**config.mk**
```make
export PLATFORM = sky130hd
export DESIGN_NAME = bus_wait_gen
export DESIGN_NICKNAME = d
export VERILOG_FILES = /design/src/rtl/wsg_pkg.sv /design/src/rtl/wsg_region_decode.sv /design/src/rtl/wsg_twisted_ring.sv /design/src/rtl/wsg_ready_ctrl.sv /design/src/rtl/bus_wait_gen.sv
export SDC_FILE = /design/constraint.sdc
export NUM_CORES = 1
export LEC_CHECK = 0
export BUFFER_PORTS_ARGS = -buffer_cell sky130_fd_sc_hd__buf_2
export CAP_MARGIN = 20
export CORE_AREA = 2 2 39 41
export CTS_CLUSTER_SIZE = 30
export DETAILED_ROUTE_END_ITERATION = 12
export DIE_AREA = 0 0 41 43
export SKIP_CTS_REPAIR_TIMING = 1
export SLEW_MARGIN = 40
export SYNTH_ARGS = -nofsm -noshare
export SYNTH_HDL_FRONTEND = slang
export SYNTH_SLANG_ARGS = --single-unit
export TNS_END_PERCENT = 1
```
**constraint.sdc**
```tcl
create_clock -name clk -period 1 [get_ports clk]
set_input_delay 0.05 -clock clk [delete_from_list [all_inputs] [get_ports clk]]
set_output_delay 0.05 -clock clk [all_outputs]
set_load 0.01 [all_outputs]
```
**src/rtl/wsg_pkg.sv**
```systemverilog
package wsg_pkg;
  localparam int PAGE_BITS = 4;
  localparam int PAGES     = 1 << PAGE_BITS;

  typedef logic [PAGES-1:0] page_map_t;

  // Default page maps, one bit per 4 KiB page
  localparam page_map_t MAP_ALWAYS_FAST = 16'h0301; // pages 0, 8, 9
  localparam page_map_t MAP_CART        = 16'h00C0; // pages 6, 7
  localparam page_map_t MAP_LO_RAM      = 16'h000C; // pages 2, 3
  localparam page_map_t MAP_HI_RAM      = 16'hFC00; // pages A..F
endpackage

```
**src/rtl/wsg_region_decode.sv**
```systemverilog
module wsg_region_decode
  import wsg_pkg::*;
#(
  parameter int                    ADDR_W    = 16,
  parameter int                    N_OPT     = 3,
  parameter page_map_t             FIXED_MAP = MAP_ALWAYS_FAST,
  parameter page_map_t [N_OPT-1:0] OPT_MAP   = '0
) (
  input  logic [ADDR_W-1:0] addr,
  input  logic [N_OPT-1:0]  opt_en,
  output logic              fast
);
  logic [PAGE_BITS-1:0] page;
  logic [N_OPT-1:0]     opt_hit;
  logic [ADDR_W-PAGE_BITS-1:0] unused_low;

  assign page       = addr[ADDR_W-1 -: PAGE_BITS];
  assign unused_low = addr[ADDR_W-PAGE_BITS-1:0];

  for (genvar g = 0; g < N_OPT; g++) begin : g_opt
    assign opt_hit[g] = opt_en[g] & OPT_MAP[g][page];
  end

  assign fast = FIXED_MAP[page] | (|opt_hit) | (1'b0 & (|unused_low));
endmodule

```
**src/rtl/wsg_twisted_ring.sv**
```systemverilog
module wsg_twisted_ring #(
  parameter int STAGES = 3
) (
  input  logic              clk,
  input  logic              rst,
  input  logic              advance,
  output logic [STAGES-1:0] ring_q,
  output logic [STAGES-1:0] ring_next
);
  // bit 0 is the first stage, bit STAGES-1 the last; last feeds back inverted
  always_comb begin
    if (advance) ring_next = {ring_q[STAGES-2:0], ~ring_q[STAGES-1]};
    else         ring_next = ring_q;
  end

  always_ff @(posedge clk) begin
    if (rst) ring_q <= '0;
    else     ring_q <= ring_next;
  end
endmodule

```
**src/rtl/wsg_ready_ctrl.sv**
```systemverilog
module wsg_ready_ctrl #(
  parameter int STAGES = 3
) (
  input  logic              clk,
  input  logic              rst,
  input  logic              slow_strobe,
  input  logic [STAGES-1:0] ring_q,
  input  logic [STAGES-1:0] ring_next,
  output logic              advance,
  output logic              pend_q,
  output logic              cpu_ready
);
  logic idle, start, pend_d, hold_d;

  assign idle    = (ring_q == '0);
  assign start   = idle & (slow_strobe | pend_q);
  assign advance = ~idle | start;

  always_comb begin
    pend_d = pend_q;
    if (start)                    pend_d = 1'b0;
    else if (!idle && slow_strobe) pend_d = 1'b1;
  end

  // wait window: first stage set, last stage still clear
  assign hold_d = (ring_next[0] & ~ring_next[STAGES-1]) | pend_d;

  always_ff @(posedge clk) begin
    if (rst) begin
      pend_q    <= 1'b0;
      cpu_ready <= 1'b1;
    end else begin
      pend_q    <= pend_d;
      cpu_ready <= ~hold_d;
    end
  end
endmodule

```
**src/rtl/bus_wait_gen.sv**
```systemverilog
module bus_wait_gen
  import wsg_pkg::*;
#(
  parameter int        ADDR_W    = 16,
  parameter int        STAGES    = 3,
  parameter page_map_t FIXED_MAP = MAP_ALWAYS_FAST,
  parameter page_map_t CART_MAP  = MAP_CART,
  parameter page_map_t LO_MAP    = MAP_LO_RAM,
  parameter page_map_t HI_MAP    = MAP_HI_RAM
) (
  input  logic              clk,
  input  logic              rst,
  input  logic              acc_strobe,
  input  logic [ADDR_W-1:0] acc_addr,
  input  logic              fast_cart_en,
  input  logic              fast_lo_en,
  input  logic              fast_hi_en,
  output logic              cpu_ready
);
  localparam int N_OPT = 3;
  localparam page_map_t [N_OPT-1:0] OPT_MAPS = {HI_MAP, LO_MAP, CART_MAP};

  logic              fast;
  logic              slow_strobe;
  logic              advance;
  logic              pend_q;
  logic [STAGES-1:0] ring_q;
  logic [STAGES-1:0] ring_next;

  wsg_region_decode #(
    .ADDR_W(ADDR_W), .N_OPT(N_OPT), .FIXED_MAP(FIXED_MAP), .OPT_MAP(OPT_MAPS)
  ) u_dec (
    .addr  (acc_addr),
    .opt_en({fast_hi_en, fast_lo_en, fast_cart_en}),
    .fast  (fast)
  );

  assign slow_strobe = acc_strobe & ~fast;

  wsg_twisted_ring #(.STAGES(STAGES)) u_ring (
    .clk      (clk),
    .rst      (rst),
    .advance  (advance),
    .ring_q   (ring_q),
    .ring_next(ring_next)
  );

  wsg_ready_ctrl #(.STAGES(STAGES)) u_ctrl (
    .clk        (clk),
    .rst        (rst),
    .slow_strobe(slow_strobe),
    .ring_q     (ring_q),
    .ring_next  (ring_next),
    .advance    (advance),
    .pend_q     (pend_q),
    .cpu_ready  (cpu_ready)
  );
endmodule

```
**Yosys cells after proc, flatten, opt, wreduce, memory -nomap -nowiden**

Memories as Yosys holds them, arrays and structs flattened.
Index checks and enable logic that the tools add are counted.

- Register bits after elaboration: 5
- Logic and storage cells: 35
- Input port bits: 22
- Memory bits (read-only): 64
- Memories: 4

- Multiplexer cells: 7
- Bitwise gates (word level): 15
- Reductions and logical operators: 4
- Order comparisons: 1

Memory list:

| name | words | width | read ports | clocked after Yosys merged registers in | wr ports | RTL line | source |
|---|---|---|---|---|---|---|---|
| (name not given) | 16 | 1 | 1 | 0 | 0 | wsg_region_decode.sv:21 | `assign opt_hit[g] = opt_en[g] & OPT_MAP[g][page];` |
| (name not given) | 16 | 1 | 1 | 0 | 0 | wsg_region_decode.sv:21 |  |
| (name not given) | 16 | 1 | 1 | 0 | 0 | wsg_region_decode.sv:21 |  |
| (name not given) | 16 | 1 | 1 | 0 | 0 | wsg_region_decode.sv:24 | `assign fast = FIXED_MAP[page] \| (\|opt_hit) \| (1'b0 & (\|unused_low));` |

Operators by type and width:

| kind | count |
|---|---|
| $and 1x1->1 | 6 |
| $mux 1 | 6 |
| $lt 4x5->1 const B | 1 |
| $not 1->1 | 5 |
| $or 1x1->1 | 4 |
| $logic_not 3->1 | 1 |
| $mux 3 | 1 |
| $reduce_or 3->1 | 1 |
| $logic_and 1x1->1 | 1 |
| $logic_not 1->1 | 1 |

**Depth between registers and ports, before layout**

Gate-level depths: netlist of the first run.

- Depth after elaboration: 15
- Gate-level depth with buffers: 3
- Gate-level depth less buffers: 3

**Hierarchy**

A second synthesis of the first run with hierarchy kept.

- Cell total of the unflattened synthesis: 24
- Area, all modules: 260.2 µm²

Modules (own cells, without submodules):

| module | seq. area each (µm²) | cells an instance | area an instance (µm²) | times used |
|---|---|---|---|---|
| wsg_twisted_ring | 60.1 | 10 | 127.6 | 1 |
| wsg_ready_ctrl | 40.0 | 8 | 78.8 | 1 |
| wsg_region_decode | 0.0 | 5 | 40.0 | 1 |
| bus_wait_gen | 0.0 | 1 | 13.8 | 1 |

**Worst setup path before layout of the first run**

OpenSTA, ideal clock, no wires.

- Path type: register -> register
- Start: register u_ring.ring_q[1]
- End: register u_ctrl.cpu_ready
- Period minus slack after synthesis: 731 ps
- Stages on the path, launching flop included: 4
- Required time: 886 ps
- Path buffers: 0
- Setup time: 114 ps
- Arrival: 617 ps
- Setup slack: 269 ps
- Cells stage by stage: dfxtp_1 -> nor2_1 -> a21oi_1 -> a21o_1

- Longest elaborated chain between the ends: 8

RTL lines:

| what | RTL line | source |
|---|---|---|
| start, declared | wsg_twisted_ring.sv:7 | `output logic [STAGES-1:0] ring_q,` |
| start signal, assigned | wsg_twisted_ring.sv:18 | `else ring_q <= ring_next;` |
| $logic_not 3->1 | wsg_ready_ctrl.sv:15 | `assign idle = (ring_q == '0);` |
| $and 1x1->1 / $not 1->1 (equally long branches) | wsg_ready_ctrl.sv:16, wsg_ready_ctrl.sv:17 |  |
| $or 1x1->1 | wsg_ready_ctrl.sv:17 | `assign advance = ~idle \| start;` |
| $mux 3 | wsg_twisted_ring.sv:12 | `if (advance) ring_next = {ring_q[STAGES-2:0], ~ring_q[STAGES-1]};` |
| $not 1->1 | wsg_ready_ctrl.sv:26 | `assign hold_d = (ring_next[0] & ~ring_next[STAGES-1]) \| pend_d;` |
| $and 1x1->1 | wsg_ready_ctrl.sv:26 |  |
| $or 1x1->1 * | wsg_ready_ctrl.sv:26 |  |
| $not 1->1 * | wsg_ready_ctrl.sv:34 | `cpu_ready <= ~hold_d;` |
| end signal, assigned | wsg_ready_ctrl.sv:34 |  |
| end, declared | wsg_ready_ctrl.sv:11 | `output logic cpu_ready` |

Mark *: on every way between the ends. The rest lies on a longest branch, timed or not.
A chain may end at the register's enable or synchronous reset.

**Final worst setup path of the first run**

Same ends and word-level chain as after synthesis.

==> run_summary.xml, run 1 <==
<?xml version="1.0" encoding="UTF-8"?>
<metrics>
  <group name="sta">
    <metric name="finalCriticalPeriod" unit="ns">0.7817</metric>
    <metric name="finalClockSkew" unit="ns">0.001843</metric>
    <metric name="timing.max_slew.rel_slack" unit="">0.8565</metric>
    <metric name="peak_clock_frequency_supported_by_timing" unit="GHz">1.279</metric>
    <metric name="rsz_0062_raised_after_global_routing" unit="">false</metric>
    <metric name="final.period_utilization" unit="">0.7817</metric>
    <metric name="setup_viol_count_final" unit="">0</metric>
    <metric name="finalMaxSlewViolations" unit="">0</metric>
    <metric name="report.final.hold_viol_count" unit="">0</metric>
    <metric name="total_negative_setup_slacks" unit="ns">0</metric>
    <metric name="worst_pin_slew" unit="ns">0.2152</metric>
  </group>
  <group name="route">
    <metric name="route.detailed.wl_per_inst" unit="um">8.000</metric>
    <metric name="drc" unit="">0</metric>
    <metric name="routed_wl" unit="um">400</metric>
    <metric name="number_of_antenna_violating_nets_in_the_routed_design" unit="">0</metric>
    <metric name="dr_total_vias" unit="">196</metric>
    <metric name="drt_iter0_markers" unit="">6</metric>
    <metric name="first_pass_drt_iterations" unit="">2</metric>
    <metric name="drt-vias-per-instance" unit="">3.920</metric>
  </group>
  <group name="yosys">
    <metric name="synth_top_area_frac" unit="">0.4762</metric>
    <metric name="synth-seq-cells" unit="">5</metric>
    <metric name="synth_nets" unit="">42</metric>
    <metric name="synthesis.area_per_instance" unit="um2">10.51</metric>
    <metric name="syn-cell-area" unit="um2">210.2</metric>
    <metric name="yosys-top-cells-area" unit="">sky130_fd_sc_hd__dfxtp_1 (48%), sky130_fd_sc_hd__nor2b_1 (8.9%), sky130_fd_sc_hd__a211oi_1 (7.1%)</metric>
    <metric name="synth-warning-count" unit="">0</metric>
    <metric name="ys_types" unit="">12</metric>
    <metric name="sequential_share_of_the_synthesized_area" unit="">0.4762</metric>
    <metric name="synth_area_leader_cell" unit="">sky130_fd_sc_hd__dfxtp_1</metric>
    <metric name="syn-instance-count" unit="">20</metric>
  </group>
  <group name="placed_design">
    <metric name="dp_cells" unit="">46</metric>
    <metric name="finalWeightedCongestion" unit="">0.5658</metric>
    <metric name="half_perimeter_wire_length_after_detailed_placement" unit="um">306</metric>
    <metric name="buffer_ports.inserted" unit="">10</metric>
  </group>
  <group name="critical_path">
    <metric name="slowest_delay" unit="ns">0.33</metric>
    <metric name="worstSetupEndpointType" unit="">register</metric>
    <metric name="worst_path_dominant_cell_family" unit="">flip-flops</metric>
    <metric name="critical_path_buf_inv_count" unit="">0</metric>
    <metric name="timing.critical_path.from" unit="">u_ring.ring_q[1]$_SDFFE_PP0N_</metric>
    <metric name="worst_r2r_startpoint" unit="">u_ring.ring_q[1]$_SDFFE_PP0N_</metric>
    <metric name="worst-setup-path-type" unit="">reg2reg</metric>
    <metric name="worst_setup_path_start_kind" unit="">register</metric>
    <metric name="crit_path_top_delay_cell" unit="">sky130_fd_sc_hd__dfxtp_1</metric>
    <metric name="worst-endpoint-required" unit="ns">1.13</metric>
    <metric name="worst_ep_arrival_time" unit="ns">0.91</metric>
    <metric name="timing.critical_path.cells" unit="">nor2_1 -&gt; a21oi_1 -&gt; a21o_1</metric>
    <metric name="worst-path-max-fanout" unit="">4</metric>
  </group>
  <group name="floorplan">
    <metric name="floorplan.core_area" unit="mm2">0.001384</metric>
    <metric name="cell_row_count" unit="">14</metric>
    <metric name="dieHeight" unit="um">43</metric>
    <metric name="fp.dieW" unit="um">41</metric>
    <metric name="initial_core_util" unit="">0.1519</metric>
    <metric name="design.die.area" unit="mm2">0.001763</metric>
    <metric name="io-pin-count" unit="">23</metric>
  </group>
  <group name="cells_and_area">
    <metric name="most_used_cells_in_the_layout_excluding_fill_and_tap_cells" unit="">sky130_fd_sc_hd__buf_2 (10), sky130_fd_sc_hd__dfxtp_1 (5), sky130_fd_sc_hd__nor2b_1 (3), sky130_fd_sc_hd__clkbuf_4 (3)</metric>
    <metric name="layout_commonest_cell" unit="">sky130_fd_sc_hd__buf_2</metric>
    <metric name="finish.net_count" unit="">57</metric>
    <metric name="post_route_cells_drive_above_1_share" unit="">0.4412</metric>
    <metric name="antenna-diode-count" unit="">0</metric>
    <metric name="area_growth_syn_to_layout" unit="%">45.83</metric>
    <metric name="fin_cells" unit="">50</metric>
  </group>
  <group name="clock_tree">
    <metric name="clk_path_buf_depth" unit="">2</metric>
    <metric name="cts.reportedPaths.clkPinSlew" unit="ns">0.04</metric>
    <metric name="tritoncts_num_sinks" unit="">5</metric>
    <metric name="numCtsBuffers" unit="">3</metric>
    <metric name="cts_tree" unit="">done</metric>
    <metric name="worstSkewPairLatency" unit="ns">0.24</metric>
    <metric name="cts.root.buffer_cell" unit="">sky130_fd_sc_hd__clkbuf_4</metric>
    <metric name="h_tree_depth_reported_by_cts" unit="">1</metric>
  </group>
  <group name="grt">
    <metric name="track_usage" unit="">0.05316</metric>
    <metric name="global_route_total_overflow" unit="">0</metric>
    <metric name="grt_pass1_vias" unit="">188</metric>
    <metric name="grt_pass1_wl" unit="um">641</metric>
    <metric name="grt_start_max_net_pins" unit="">6</metric>
    <metric name="antenna_found_initial" unit="">0</metric>
  </group>
  <group name="flow_run">
    <metric name="maxCapViolations" unit="">0</metric>
  </group>
  <group name="min_path">
    <metric name="worst_hold_startpoint" unit="">rst</metric>
    <metric name="worstHoldPathType" unit="">in2reg</metric>
  </group>
  <group name="power_and_ir_drop">
    <metric name="vdd_ir_drop_max" unit="mV">0.5770</metric>
    <metric name="leakage_power_total" unit="nW">0.1278</metric>
    <metric name="ratio_of_total_power_to_cell_area" unit="mW/mm2">1748</metric>
  </group>
  <group name="outcome">
    <metric name="run_status" unit="">finished clean</metric>
  </group>
</metrics>
synth_stat cells:
| library cell | count |
|---|---|
| sky130_fd_sc_hd__nor2_1 | 1 |
| sky130_fd_sc_hd__a2bb2oi_2 | 1 |
| sky130_fd_sc_hd__a211oi_1 | 2 |
| sky130_fd_sc_hd__nand2b_1 | 1 |
| sky130_fd_sc_hd__a21oi_1 | 1 |
| sky130_fd_sc_hd__inv_1 | 1 |
| sky130_fd_sc_hd__o221ai_2 | 1 |
| sky130_fd_sc_hd__nor2b_1 | 3 |
| sky130_fd_sc_hd__a21o_1 | 1 |
| sky130_fd_sc_hd__mux2i_1 | 1 |
| sky130_fd_sc_hd__dfxtp_1 | 5 |
| sky130_fd_sc_hd__nor3_1 | 2 |
worst paths after layout:
kind	end	slack (ns)	cells past startpoint
min reg2reg	u_ring.ring_q[0]$_SDFF_PP0_	0.46	1
max reg2reg	u_ctrl.cpu_ready$_SDFF_PP1_	0.22	3
max	u_ctrl.cpu_ready$_SDFF_PP1_	0.22	3
min	u_ring.ring_q[1]$_SDFFE_PP0N_	0.04	2
kinds of logic (layout without fill, tap and decap cells):
logic type             count (synthesis)  count (layout)  synth area share
DFF                                    5               5            0.4762
and+or+nand+nor                        7               7            0.1845
AOI/OAI and AO/OA                      6               6            0.2737
muxes                                  1               1           0.04762
buffers and inverters                  1              15           0.01784
layer usage:
| metal | GRT usage | routed length (um) |
|---|---|---|
| met3 | 0.03141 | 60 |
| met1 | 0.06410 | 195 |
| met4 | 0.02000 | 0 |
| met5 | 0 | 0 |
| met2 | 0.07500 | 144 |
per-stage QoR:
step / total power [mW] / hold slack [ns] / utilization / worst slack (ns) / area [um2]
2_1_floorplan: 0.2765 / 0.1216 / - / 0.2687 / 210.2
3_3_place_gp: 0.3093 / 0.2771 / 0.2025 / 0.1426 / 280.3
3_5_place_dp: 0.3101 / 0.2853 / 0.2025 / 0.1493 / 280.3
4_1_cts: 0.5503 / 0.02463 / 0.2215 / 0.2245 / 306.5
5_1_grt: 0.5756 / 0.03462 / 0.2215 / 0.1592 / 306.5
6_report: 0.5358 / 0.04021 / 0.2215 / 0.2183 / 306.5
sequential cells by signal, indices dropped and copies added, names as in the netlist:
name and flops:
u_ctrl.cpu_ready 1, u_ctrl.pend_q 1, u_ring.ring_q 3
power by group:
group / total [mW] / internal, mW / switching [mW]
combinational: 0.0760 / 0.0444 / 0.0316
sequential: 0.230 / 0.218 / 0.0124
clock: 0.229 / 0.151 / 0.0788
area by class of cell:
type | count | area, um2
Fill cell | 160 | 1077
Multi-Input combinational cell | 14 | 106.4
Clock buffer | 4 | 26.28
Timing Repair Buffer | 10 | 50.05
Inverter | 1 | 3.754
Sequential cell | 5 | 100.1
Tap cell | 16 | 20.02
Power figures use the tool's default switching activity.
==> inputs of run 2 (changes only) <==
Clock period 1 ns to 0.8 ns, I/O delays scaled along.
==> run 2 against run 1 <==
Core utilization is 0.36 points higher. Cell count unchanged. Cell area grew 1.6%. Fmax up 4.1%. Largest cell class unchanged. Largest power group unchanged.
==> run_summary.xml, run 2 (synthesis results as in run 1) <==
<?xml version="1.0" encoding="UTF-8"?>
<metrics>
  <group name="clock_tree">
    <metric name="clk_path_buf_depth" unit="">2</metric>
    <metric name="worstSkewPairLatency" unit="ns">0.24</metric>
    <metric name="cts.reportedPaths.clkPinSlew" unit="ns">0.04</metric>
    <metric name="h_tree_depth_reported_by_cts" unit="">1</metric>
    <metric name="cts_tree" unit="">done</metric>
    <metric name="cts.root.buffer_cell" unit="">sky130_fd_sc_hd__clkbuf_4</metric>
    <metric name="tritoncts_num_sinks" unit="">5</metric>
    <metric name="numCtsBuffers" unit="">3</metric>
  </group>
  <group name="critical_path">
    <metric name="timing.critical_path.from" unit="">u_ring.ring_q[2]$_SDFF_PP0_</metric>
    <metric name="worst-setup-path-type" unit="">reg2reg</metric>
    <metric name="worst_ep_arrival_time" unit="ns">0.88</metric>
    <metric name="worst_r2r_startpoint" unit="">u_ring.ring_q[2]$_SDFF_PP0_</metric>
    <metric name="worst-endpoint-required" unit="ns">0.93</metric>
    <metric name="worst_path_dominant_cell_family" unit="">flip-flops</metric>
    <metric name="slowest_delay" unit="ns">0.32</metric>
    <metric name="critical_path_buf_inv_count" unit="">0</metric>
    <metric name="timing.critical_path.cells" unit="">nor2_2 -&gt; a21oi_1 -&gt; a21o_1</metric>
    <metric name="worstSetupEndpointType" unit="">register</metric>
    <metric name="crit_path_top_delay_cell" unit="">sky130_fd_sc_hd__dfxtp_2</metric>
    <metric name="worst-path-max-fanout" unit="">3</metric>
    <metric name="worst_setup_path_start_kind" unit="">register</metric>
  </group>
  <group name="cells_and_area">
    <metric name="layout_commonest_cell" unit="">sky130_fd_sc_hd__buf_2</metric>
    <metric name="fin_cells" unit="">50</metric>
    <metric name="finish.net_count" unit="">57</metric>
    <metric name="most_flops_register" unit="">u_ring.ring_q</metric>
    <metric name="postLayoutCoreUtil" unit="">0.2251</metric>
    <metric name="stdcell_area" unit="um2">311.5</metric>
    <metric name="post_route_cells_drive_above_1_share" unit="">0.5294</metric>
    <metric name="most_used_cells_in_the_layout_excluding_fill_and_tap_cells" unit="">sky130_fd_sc_hd__buf_2 (10), sky130_fd_sc_hd__nor2b_1 (3), sky130_fd_sc_hd__clkbuf_4 (3), sky130_fd_sc_hd__dfxtp_1 (3)</metric>
    <metric name="biggest_regs" unit="">u_ring.ring_q x3, u_ctrl.cpu_ready x1, u_ctrl.pend_q x1</metric>
    <metric name="antenna-diode-count" unit="">0</metric>
    <metric name="number_of_flip_flops_in_the_largest_register" unit="">3</metric>
    <metric name="area_growth_syn_to_layout" unit="%">48.21</metric>
  </group>
  <group name="sta">
    <metric name="peak_clock_frequency_supported_by_timing" unit="GHz">1.332</metric>
    <metric name="worst_slack" unit="ns">0.04924</metric>
    <metric name="timing.max_slew.rel_slack" unit="">0.8564</metric>
    <metric name="finalMaxSlewViolations" unit="">0</metric>
    <metric name="setup_viol_count_final" unit="">0</metric>
    <metric name="rsz_0062_raised_after_global_routing" unit="">false</metric>
    <metric name="worst_pin_slew" unit="ns">0.2154</metric>
    <metric name="total_negative_setup_slacks" unit="ns">0</metric>
    <metric name="finalClockSkew" unit="ns">0.001815</metric>
    <metric name="hold_slack" unit="ns">0.02055</metric>
    <metric name="finalCriticalPeriod" unit="ns">0.7508</metric>
    <metric name="report.final.hold_viol_count" unit="">0</metric>
    <metric name="final.period_utilization" unit="">0.9385</metric>
  </group>
  <group name="grt">
    <metric name="global_route_total_overflow" unit="">0</metric>
    <metric name="grt_pass1_wl" unit="um">641</metric>
    <metric name="grt_start_max_net_pins" unit="">6</metric>
    <metric name="track_usage" unit="">0.05316</metric>
    <metric name="antenna_found_initial" unit="">0</metric>
    <metric name="grt_pass1_vias" unit="">188</metric>
  </group>
  <group name="floorplan">
    <metric name="floorplan.core_area" unit="mm2">0.001384</metric>
    <metric name="initial_core_util" unit="">0.1519</metric>
    <metric name="design.die.area" unit="mm2">0.001763</metric>
    <metric name="io-pin-count" unit="">23</metric>
    <metric name="cell_row_count" unit="">14</metric>
    <metric name="dieHeight" unit="um">43</metric>
    <metric name="fp.dieW" unit="um">41</metric>
  </group>
  <group name="power_and_ir_drop">
    <metric name="total_power" unit="uW">670.9</metric>
    <metric name="ratio_of_total_power_to_cell_area" unit="mW/mm2">2154</metric>
    <metric name="vdd_ir_drop_max" unit="mV">0.7199</metric>
    <metric name="leakage_power_total" unit="nW">0.1294</metric>
  </group>
  <group name="placed_design">
    <metric name="finalWeightedCongestion" unit="">0.5658</metric>
    <metric name="half_perimeter_wire_length_after_detailed_placement" unit="um">306</metric>
    <metric name="buffer_ports.inserted" unit="">10</metric>
    <metric name="dpl_worst_slack" unit="ns">-0.04074</metric>
    <metric name="dp_cells" unit="">46</metric>
    <metric name="total_cell_area_at_the_placement_stage" unit="um2">280.3</metric>
  </group>
  <group name="min_path">
    <metric name="worst_hold_startpoint" unit="">rst</metric>
    <metric name="worstHoldPathType" unit="">in2reg</metric>
  </group>
  <group name="route">
    <metric name="first_pass_drt_iterations" unit="">1</metric>
    <metric name="drc" unit="">0</metric>
    <metric name="dr_total_vias" unit="">196</metric>
    <metric name="drt-vias-per-instance" unit="">3.920</metric>
    <metric name="number_of_antenna_violating_nets_in_the_routed_design" unit="">0</metric>
    <metric name="route.detailed.wl_per_inst" unit="um">7.560</metric>
    <metric name="routed_wl" unit="um">378</metric>
    <metric name="drt_iter0_markers" unit="">0</metric>
  </group>
  <group name="flow_run">
    <metric name="maxCapViolations" unit="">0</metric>
  </group>
  <group name="outcome">
    <metric name="run_status" unit="">finished clean</metric>
  </group>
</metrics>
run 2: path summary, 6_finish.rpt:
path                                                      end  slack, ns  cells after the start
worst max-delay path              u_ctrl.cpu_ready$_SDFF_PP1_       0.05                      3
worst min-delay path            u_ring.ring_q[1]$_SDFFE_PP0N_       0.02                      2
worst max register to register    u_ctrl.cpu_ready$_SDFF_PP1_       0.05                      3
worst min register to register    u_ring.ring_q[0]$_SDFF_PP0_       0.44                      1
run 2: per-layer routing:
metal | part of all wire | track usage | wire length (um)
met1 | 0.44 | 0.06410 | 167
met2 | 0.40 | 0.07500 | 150
met3 | 0.16 | 0.03141 | 60
met4 | 0 | 0.02000 | 0
met5 | 0 | 0 | 0
run 2: cell type report:
class,instances,area [um2]
multi-input cells,14,108.9
inverters,1,3.754
clock buffers,4,26.28
fillers,158,1072
flip-flops and latches,5,102.6
repair buffers,10,50.05
well taps,16,20.02
run 2: report_power, final:
group          leakage (nW)  internal, mW  switching, mW
logic                0.0724        0.0563         0.0393
registers            0.0421         0.274         0.0158
clock network        0.0150         0.188         0.0974
